`src/rtl/can_pwr_pkg.sv`:
```
package can_pwr_pkg;
  typedef enum logic [1:0] {
    CPU_RUN  = 2'b00,
    CPU_WAIT = 2'b01,
    CPU_STOP = 2'b10,
    CPU_HALT = 2'b11
  } cpuMode_e;

  typedef enum logic [1:0] {
    MODE_NORMAL  = 2'b00,
    MODE_SLEEP   = 2'b01,
    MODE_SOFTRST = 2'b10,
    MODE_PWRDN   = 2'b11
  } linkMode_e;

  // control -> datapath strobes
  typedef struct packed {
    logic setAck;
    logic dropAck;
    logic trackRx;
    logic clearRx;
  } seqStrobe_t;
endpackage

```
`src/rtl/can_pwr_ctrl.sv`:
```
module can_pwr_ctrl
  import can_pwr_pkg::*;
(
  input  logic       clk,
  input  logic       rstN,
  input  logic       sleepReq,
  input  logic       softRst,
  input  logic       wakeReady,
  input  logic       sleepAck,
  output seqStrobe_t strb
);
  typedef enum logic [1:0] {S_IDLE, S_DRAIN, S_ASLEEP} seqState_e;
  seqState_e stateQ, stateNext;

  always_comb begin
    strb      = '0;
    stateNext = stateQ;
    if (softRst) begin
      strb.dropAck = 1'b1;
      strb.clearRx = 1'b1;
      stateNext    = S_IDLE;
    end else begin
      unique case (stateQ)
        S_IDLE: if (sleepReq) begin
          if (wakeReady) begin
            strb.setAck  = 1'b1;
            strb.clearRx = 1'b1;
            stateNext    = S_ASLEEP;
          end else begin
            strb.trackRx = 1'b1;
            stateNext    = S_DRAIN;
          end
        end
        S_DRAIN: begin
          if (!sleepReq) begin
            strb.clearRx = 1'b1;
            stateNext    = S_IDLE;
          end else if (wakeReady) begin
            strb.setAck  = 1'b1;
            strb.clearRx = 1'b1;
            stateNext    = S_ASLEEP;
          end else begin
            strb.trackRx = 1'b1;
          end
        end
        S_ASLEEP: if (!sleepReq) begin
          strb.dropAck = 1'b1;
          stateNext    = S_IDLE;
        end
        default: stateNext = S_IDLE;
      endcase
    end
  end

  always_ff @(posedge clk) begin
    if (!rstN) stateQ <= S_IDLE;
    else       stateQ <= stateNext;
  end

  // acknowledge falls one edge after the request is withdrawn
  a_r8_ack_drop: assert property (@(posedge clk) disable iff (!rstN)
    (sleepAck && !sleepReq) |=> !sleepAck);

  // no grant without a standing request
  a_r7_no_grant_unasked: assert property (@(posedge clk) disable iff (!rstN)
    !sleepReq |=> !$rose(sleepAck));
endmodule

```
`src/rtl/can_pwr_dp.sv`:
```
module can_pwr_dp
  import can_pwr_pkg::*;
#(
  parameter int NUM_TX = 3
) (
  input  logic              clk,
  input  logic              rstN,
  input  logic [1:0]        cpuMode,
  input  logic              clkStopInWait,
  input  logic              softRst,
  input  logic [NUM_TX-1:0] txEmpty,
  input  logic              rxActive,
  input  logic              busIdle,
  input  seqStrobe_t        strb,
  output logic              wakeReady,
  output logic              sleepAck,
  output logic [1:0]        modeOut
);
  logic      ackQ, ackNext, rxSeenQ, txAllEmpty, rxBusy, pwrDown;
  linkMode_e modeQ, modeNext;

  assign txAllEmpty = &txEmpty;
  assign rxBusy     = rxActive | rxSeenQ;
  assign wakeReady  = txAllEmpty && (!rxBusy || busIdle);

  always_comb begin
    if (strb.setAck)       ackNext = 1'b1;
    else if (strb.dropAck) ackNext = 1'b0;
    else                   ackNext = ackQ;
  end

  assign pwrDown = cpuMode[1] || (cpuMode == CPU_WAIT && clkStopInWait);

  always_comb begin
    if (pwrDown)      modeNext = MODE_PWRDN;
    else if (softRst) modeNext = MODE_SOFTRST;
    else if (ackNext) modeNext = MODE_SLEEP;
    else              modeNext = MODE_NORMAL;
  end

  always_ff @(posedge clk) begin
    if (!rstN) begin
      ackQ    <= 1'b0;
      modeQ   <= MODE_NORMAL;
      rxSeenQ <= 1'b0;
    end else begin
      ackQ  <= ackNext;
      modeQ <= modeNext;
      if (strb.clearRx)                  rxSeenQ <= 1'b0;
      else if (strb.trackRx && rxActive) rxSeenQ <= 1'b1;
    end
  end

  assign sleepAck = ackQ;
  assign modeOut  = modeQ;

  // stop forces power-down
  a_r1_stop_pwrdn: assert property (@(posedge clk) disable iff (!rstN)
    cpuMode[1] |=> modeOut == MODE_PWRDN);

  // wait with clock stop forces power-down
  a_r2_wait_clkstop: assert property (@(posedge clk) disable iff (!rstN)
    (cpuMode == CPU_WAIT && clkStopInWait) |=> modeOut == MODE_PWRDN);

  // soft-reset wins over sleep
  a_r9_softrst_wins: assert property (@(posedge clk) disable iff (!rstN)
    (softRst && cpuMode == CPU_RUN) |=> (modeOut == MODE_SOFTRST && !sleepAck));

  // a grant only follows a cycle with every buffer empty
  a_r5_tx_drained: assert property (@(posedge clk) disable iff (!rstN)
    $rose(sleepAck) |-> $past(txAllEmpty));
endmodule

```
`src/rtl/can_pwr_mode_seq.sv`:
```
module can_pwr_mode_seq
  import can_pwr_pkg::*;
#(
  parameter int NUM_TX = 3
) (
  input  logic              clk,
  input  logic              rstN,
  input  logic [1:0]        cpuMode,
  input  logic              clkStopInWait,
  input  logic              softRst,
  input  logic              sleepReq,
  input  logic [NUM_TX-1:0] txEmpty,
  input  logic              rxActive,
  input  logic              busIdle,
  output logic              sleepAck,
  output logic [1:0]        modeOut
);
  seqStrobe_t strb;
  logic       wakeReady;

  can_pwr_ctrl u_ctrl (
    .clk       (clk),
    .rstN      (rstN),
    .sleepReq  (sleepReq),
    .softRst   (softRst),
    .wakeReady (wakeReady),
    .sleepAck  (sleepAck),
    .strb      (strb)
  );

  can_pwr_dp #(.NUM_TX(NUM_TX)) u_dp (
    .clk           (clk),
    .rstN          (rstN),
    .cpuMode       (cpuMode),
    .clkStopInWait (clkStopInWait),
    .softRst       (softRst),
    .txEmpty       (txEmpty),
    .rxActive      (rxActive),
    .busIdle       (busIdle),
    .strb          (strb),
    .wakeReady     (wakeReady),
    .sleepAck      (sleepAck),
    .modeOut       (modeOut)
  );
endmodule

```
`config.mk`:
```
export PLATFORM = sky130hd
export DESIGN_NAME = can_pwr_mode_seq
export DESIGN_NICKNAME = d
export VERILOG_FILES = /design/src/rtl/can_pwr_pkg.sv /design/src/rtl/can_pwr_ctrl.sv /design/src/rtl/can_pwr_dp.sv /design/src/rtl/can_pwr_mode_seq.sv
export SDC_FILE = /design/constraint.sdc
export NUM_CORES = 1
export LEC_CHECK = 0
export BUFFER_PORTS_ARGS = -buffer_cell sky130_fd_sc_hd__buf_4
export CORE_AREA = 3 3 40 42
export DETAILED_ROUTE_END_ITERATION = 12
export DIE_AREA = 0 0 43 45
export PLACE_DENSITY = 0.5
export SYNTH_ARGS = -nofsm -noshare
export SYNTH_HDL_FRONTEND = slang
export SYNTH_SLANG_ARGS = --single-unit
```
`constraint.sdc`:
```
create_clock -name clk -period 2 [get_ports clk]
set_input_delay 0.2 -clock clk [delete_from_list [all_inputs] [get_ports clk]]
set_output_delay 0.2 -clock clk [all_outputs]
set_load 0.02 [all_outputs]
```
* Yosys cells after proc, flatten, opt, wreduce, memory -nomap -nowiden
Index checks and enable logic that the tools add are counted.
Operators by class: equal/unequal tests 6, reductions and logical operators 12, mux-type cells 25, bitwise logic cells 2
Operators by type and width (count):
- $mux W2 | 8
- $mux W1 | 15
- $pmux W2 S3 | 1
- $reduce_and A3 Y1 | 2
- $reduce_or A2 Y1 | 3
- $eq A2 B1 Y1 const B | 2
- $ne A2 B2 Y1 const B | 2
- $pmux W2 S2 | 1
- $logic_and A1 B1 Y1 | 3
- $ne A3 B2 Y1 const B | 1
- $eq A2 B2 Y1 const B | 1
- $logic_not A2 Y1 | 1
- $logic_or A1 B1 Y1 | 2
- $logic_not A1 Y1 | 1
- $not A1 Y1 | 1
- $or A1 B1 Y1 | 1
Word-level totals: bits in registers 6, output and inout port bits 3, word-level logic and storage cells 49

* Depth between registers and ports, before layout
word-level depth 12, gate-level depth with buffers 3

* Cells and area by module
From an unflattened synthesis, not the netlist that was laid out.
Second synthesis, totals: cell total of the unflattened synthesis 27, area total of the unflattened synthesis 266.5 um^2
Modules (own cells, without submodules):
- can_pwr_dp | area an instance 156.4 um^2, cells an instance 14, instances 1
- can_pwr_ctrl | area an instance 110.1 um^2, cells an instance 13, instances 1

* Worst setup path after synthesis
Ideal clock, no wire load.
path type reg2reg, from register u_ctrl.stateQ[1], to register u_dp.modeQ[0] (netlist: u_dp.modeOut[0]), required time 1.880 ns, cell stages (with the launch flop) 4, library setup time 0.120 ns, data arrival time 1.083 ns, clock period less this slack 1.203 ns, slack 0.797 ns, path through dfxtp_1 or3b_1 and3b_1 o31a_1
On the way: longest elaborated chain between the ends 8, elaborated cells between the ends (all ways) 13
RTL lines:
- from (decl) | RTL line can_pwr_ctrl.sv:13 | seqState_e stateQ, stateNext;
- from (signal assigned) | RTL line can_pwr_ctrl.sv:57 | else stateQ <= stateNext;
- $eq A2 B2 Y1, or another cell as far along | RTL line can_pwr_ctrl.sv:23 | unique case (stateQ)
- $mux W1 / $reduce_or A2 Y1 (equally long branches)
- $mux W1 (on tied branches)
- $mux W1 (on tied branches) | RTL line can_pwr_dp.sv:28, can_pwr_ctrl.sv:18
- $mux W1 (*) | RTL line can_pwr_dp.sv:27 | if (strb.setAck) ackNext = 1'b1;
- $mux W1 (*) | RTL line can_pwr_dp.sv:37 | else if (ackNext) modeNext = MODE_SLEEP;
- $mux W2 (*) | RTL line can_pwr_dp.sv:36 | else if (softRst) modeNext = MODE_SOFTRST;
- $mux W2 (*) | RTL line can_pwr_dp.sv:35 | if (pwrDown) modeNext = MODE_PWRDN;
- to (signal assigned) | RTL line can_pwr_dp.sv:48 | modeQ <= modeNext;
- to (decl) | RTL line can_pwr_dp.sv:20 | linkMode_e modeQ, modeNext;
Mark *: on every way between the ends. The rest lies on a longest branch, timed or not. A chain may end at the register's enable or synchronous reset.

* Worst setup path in the final report
Same ends and word-level chain as after synthesis.

==> metrics.md <==
| Metric | Value |
|---|---|
| Clk Tree Root Cell | sky130_fd_sc_hd__clkbuf_4 |
| Count of warnings emitted by yosys | 0 |
| Vias in the first global route | 259 |
| Hold buffer count at cts | 0 |
| Most repeated cell in the gate-level netlist after synthesis | sky130_fd_sc_hd__dfxtp_1 |
| Met1 Usage GRT | 0.07524 |
| DRT iter0 DRCs | 5 |
| Most common flop cell mapped by yosys | sky130_fd_sc_hd__dfxtp_1 |
| Number of search-and-repair iterations in the first detailed-routing pass | 4 |
| Minimum period implied by the final worst setup slack | 1.245 ns |
| Count of buffers added by post-CTS timing repair for setup | 0 |
| Cell types with the highest counts after synthesis | sky130_fd_sc_hd__dfxtp_1 (6), sky130_fd_sc_hd__nor2_1 (3), sky130_fd_sc_hd__a21oi_1 (2), sky130_fd_sc_hd__nand2b_1 (2) |
| Global-route wire length before repair | 1035 um |
| Post-place instance area | 394.1 um^2 |
| Crit Path Category | flip-flop to flip-flop |
| Layout Area Growth over Synthesis | 54.17% |
| Vias | 269 |
| Via/cell ratio | 4.410 |
| Synth unique cells | 20 |
| Aggregate negative setup slack | 0 ns |
| Hold crit path type | primary input to flip-flop |
| Clock-pin transition on the worst setup and hold timing paths | 0.04 ns |
| Simple-gate share of the synthesized area | 0.3056 |
| Largest area contributor in the synthesized netlist | sky130_fd_sc_hd__dfxtp_1 |
| Register bit count reported by yosys | 6 |
| I/O Buffers | 14 |
| Average wire length per cell after detail routing | 9.836 um |
| Die boundary width | 43 um |
| Fraction of the mapped netlist area in compound gates | 0.2361 |
| Die Area | 1935 um^2 |
| Main combinational cell family by area after synthesis | simple AND/OR/NAND/NOR gates |
| Resized cells post-CTS | 0 |
| Final setup vio count | 0 |
| Number of rows in the core area | 13 |
| Kind of start point of the critical path | flip-flop |
| Leading post-synthesis cells by cell area | sky130_fd_sc_hd__dfxtp_1 (44%), sky130_fd_sc_hd__nand2b_1 (4.6%), sky130_fd_sc_hd__nor2_1 (4.2%), sky130_fd_sc_hd__a21oi_1 (3.7%), sky130_fd_sc_hd__o211a_1 (3.7%) |
| Number of buffers added by the clock tree synthesis step | 3 |
| Most used routing layer in global routing | met2 |
| Global routing usage on met3 | 0.06773 |
| Maximum number of pins on one net before global-route repair | 6 |
| Area share of the leading cell type in the synthesized netlist | 0.4444 |
| Number of top-level design ports | 15 |
| Minimum hold slack | 0.1824 ns |
| Headroom to the max-slew limit | 0.8303 |
| Count of flip-flops with a built-in enable after synthesis | 0 |
| Clock latency of the later-clocked register in the worst-skew pair | 0.24 ns |
| HPWL Detailed | 509 um |
| Post-route clock skew | 0.0009297 ns |
| Post-Synth Adder-Cell Area | 0 |
| Lkg Pwr | 0.1938 nW |
| Crit path max fanout | 5 |
| Final #Nets | 60 |
| Routed Antenna Nets | 0 |
| Met2 routing resource usage after global routing | 0.1228 |
| TritonCTS clock tree | done |
| Post-route DRC | 0 |
| Sequential-to-total area share from yosys stat | 0.4444 |
| Number of maximum-capacitance violations | 0 |
| Average cell area after synthesis | 9.319 um^2 |
| Slew @ Worst Pin | 0.2522 ns |
| Initial core utilization | 0.2103 |
| Data arrival at the endpoint of the critical path | 1.37 ns |
| Grt total ovfl | 0 |
| Placeable core region | 1285 um^2 |
| Worst voltage drop across the vdd grid | 0.5244 mV |
| Max frequency | 0.8032 GHz |
| Fraction of layout instances using a drive strength above 1 | 0.4130 |
| Number of endpoints with negative hold slack in the final report | 0 |
| Outcome | finished, final reports clean |
| Cells after synthesis | 29 |
| Power per unit of standard cell area | 672.7 nW/um^2 |
| GR Util All Layers | 0.07429 |
| Maximum clock path buffer count | 2 |
| Number of fill cells | 139 |
| Net count after synthesis | 41 |
| Number of slew-limit violations in the final report | 0 |
| Placement Setup Slack | 0.7601 ns |
| Final setup margin | 0.7550 ns |
| Total number of clock tree sinks | 6 |
| Die boundary height | 45 um |
| CTS HTree Levels | 1 |
| Setup repair after global routing missed its margin | no |
| Element type at the critical path end | flip-flop |
| GPL Wtd Cong | 0.7004 |
| Worst endpoint required time | 2.13 ns |
| Proportion of synthesized area in mux cells | 0 |
| Part of the cycle the worst path needs | 0.6225 |
| Design area | 416.7 um^2 |
| Total routed wirelength | 600 um |
| Post-synthesis cell area | 270.3 um^2 |
| Share of synthesized flip-flops with an asynchronous set or reset | 0 |
| Initial antenna violation count | 0 |
| Number of antenna repair diodes | 0 |
| Post-synthesis xor/xnor area fraction | 0 |
==> final cells by class <==
| cell class | instances | area (um^2) | share of cell area |
|---|---|---|---|
| clock buffers | 3 | 22.52 | 0.05405 |
| inverters | 1 | 3.754 | 0.009009 |
| multi-input cells | 22 | 146.4 | 0.3514 |
| flip-flops and latches | 6 | 120.1 | 0.2883 |
| well taps | 15 | 18.77 | 0.04505 |
| repair buffers | 14 | 105.1 | 0.2523 |
==> worst max-delay path, stage by stage (launching register included) <==
cell and delay (ns):
sky130_fd_sc_hd__dfxtp_1 0.35, sky130_fd_sc_hd__or3b_1 0.36, sky130_fd_sc_hd__and3b_1 0.19, sky130_fd_sc_hd__o31a_1 0.23
==> cells by family (layout without fill, tap and decap cells) <==
| kind of cell | count (synthesis) | count (layout) |
|---|---|---|
| flip-flops | 6 | 6 |
| AO/OA/AOI/OAI | 8 | 8 |
| buffers and inverters | 1 | 18 |
| AND/OR/NAND/NOR | 14 | 14 |
==> cell usage in the layout (no fill, tap or decap), drive strengths merged <==
cell type   n
dfxtp       6
a21o        1
o21a        1
nor3        1
or2b        1
or3b        1
nor4        1
nor3b       1
o21ba       1
nand3       1
nand2       1
clkbuf      3
o211a       1
or3         1
nor2        3
inv         1
buf        14
a21oi       2
o31a        2
nand2b      2
and3b       1
==> report_power, final <==
group	switching, mW	leakage, nW	internal [mW]	total, mW
registers	0.00203	0.0493	0.125	0.127
clock network	0.0425	0.0138	0.0678	0.110
logic	0.0173	0.131	0.0258	0.0431
total	0.0618	0.194	0.218	0.280
==> registers in the layout (all words and copies together) (netlist names) <==
register and count:
u_dp.sleepAck 1, u_dp.rxSeenQ 1, u_ctrl.stateQ 2, u_dp.modeOut 2
==> routing by layer <==
layer,wire length (um),vias up
met3,91,0
met5,0,-
li1,-,139
met1,234,117
met4,0,0
met2,274,13
==> path summary, 6_finish.rpt <==
check / from / to / slack, ns / cells after the start
worst max register to register: u_ctrl.stateQ[1] / u_dp.modeOut[0] / 0.75 / 3
worst min-delay path: rstN / u_dp.modeOut[1] / 0.18 / 2
worst min register to register: u_dp.sleepAck / u_dp.sleepAck / 0.49 / 2
worst max-delay path: u_ctrl.stateQ[1] / u_dp.modeOut[0] / 0.75 / 3
==> stage by stage <==
step,std cells,power [mW],utilization
after floorplan,29,0.1471,-
after global placement,58,0.1729,0.3067
after detailed placement,58,0.1726,0.3067
after CTS,61,0.2870,0.3242
after global routing,61,0.2986,0.3242
final,61,0.2803,0.3242
Power figures use the tool's default switching activity.
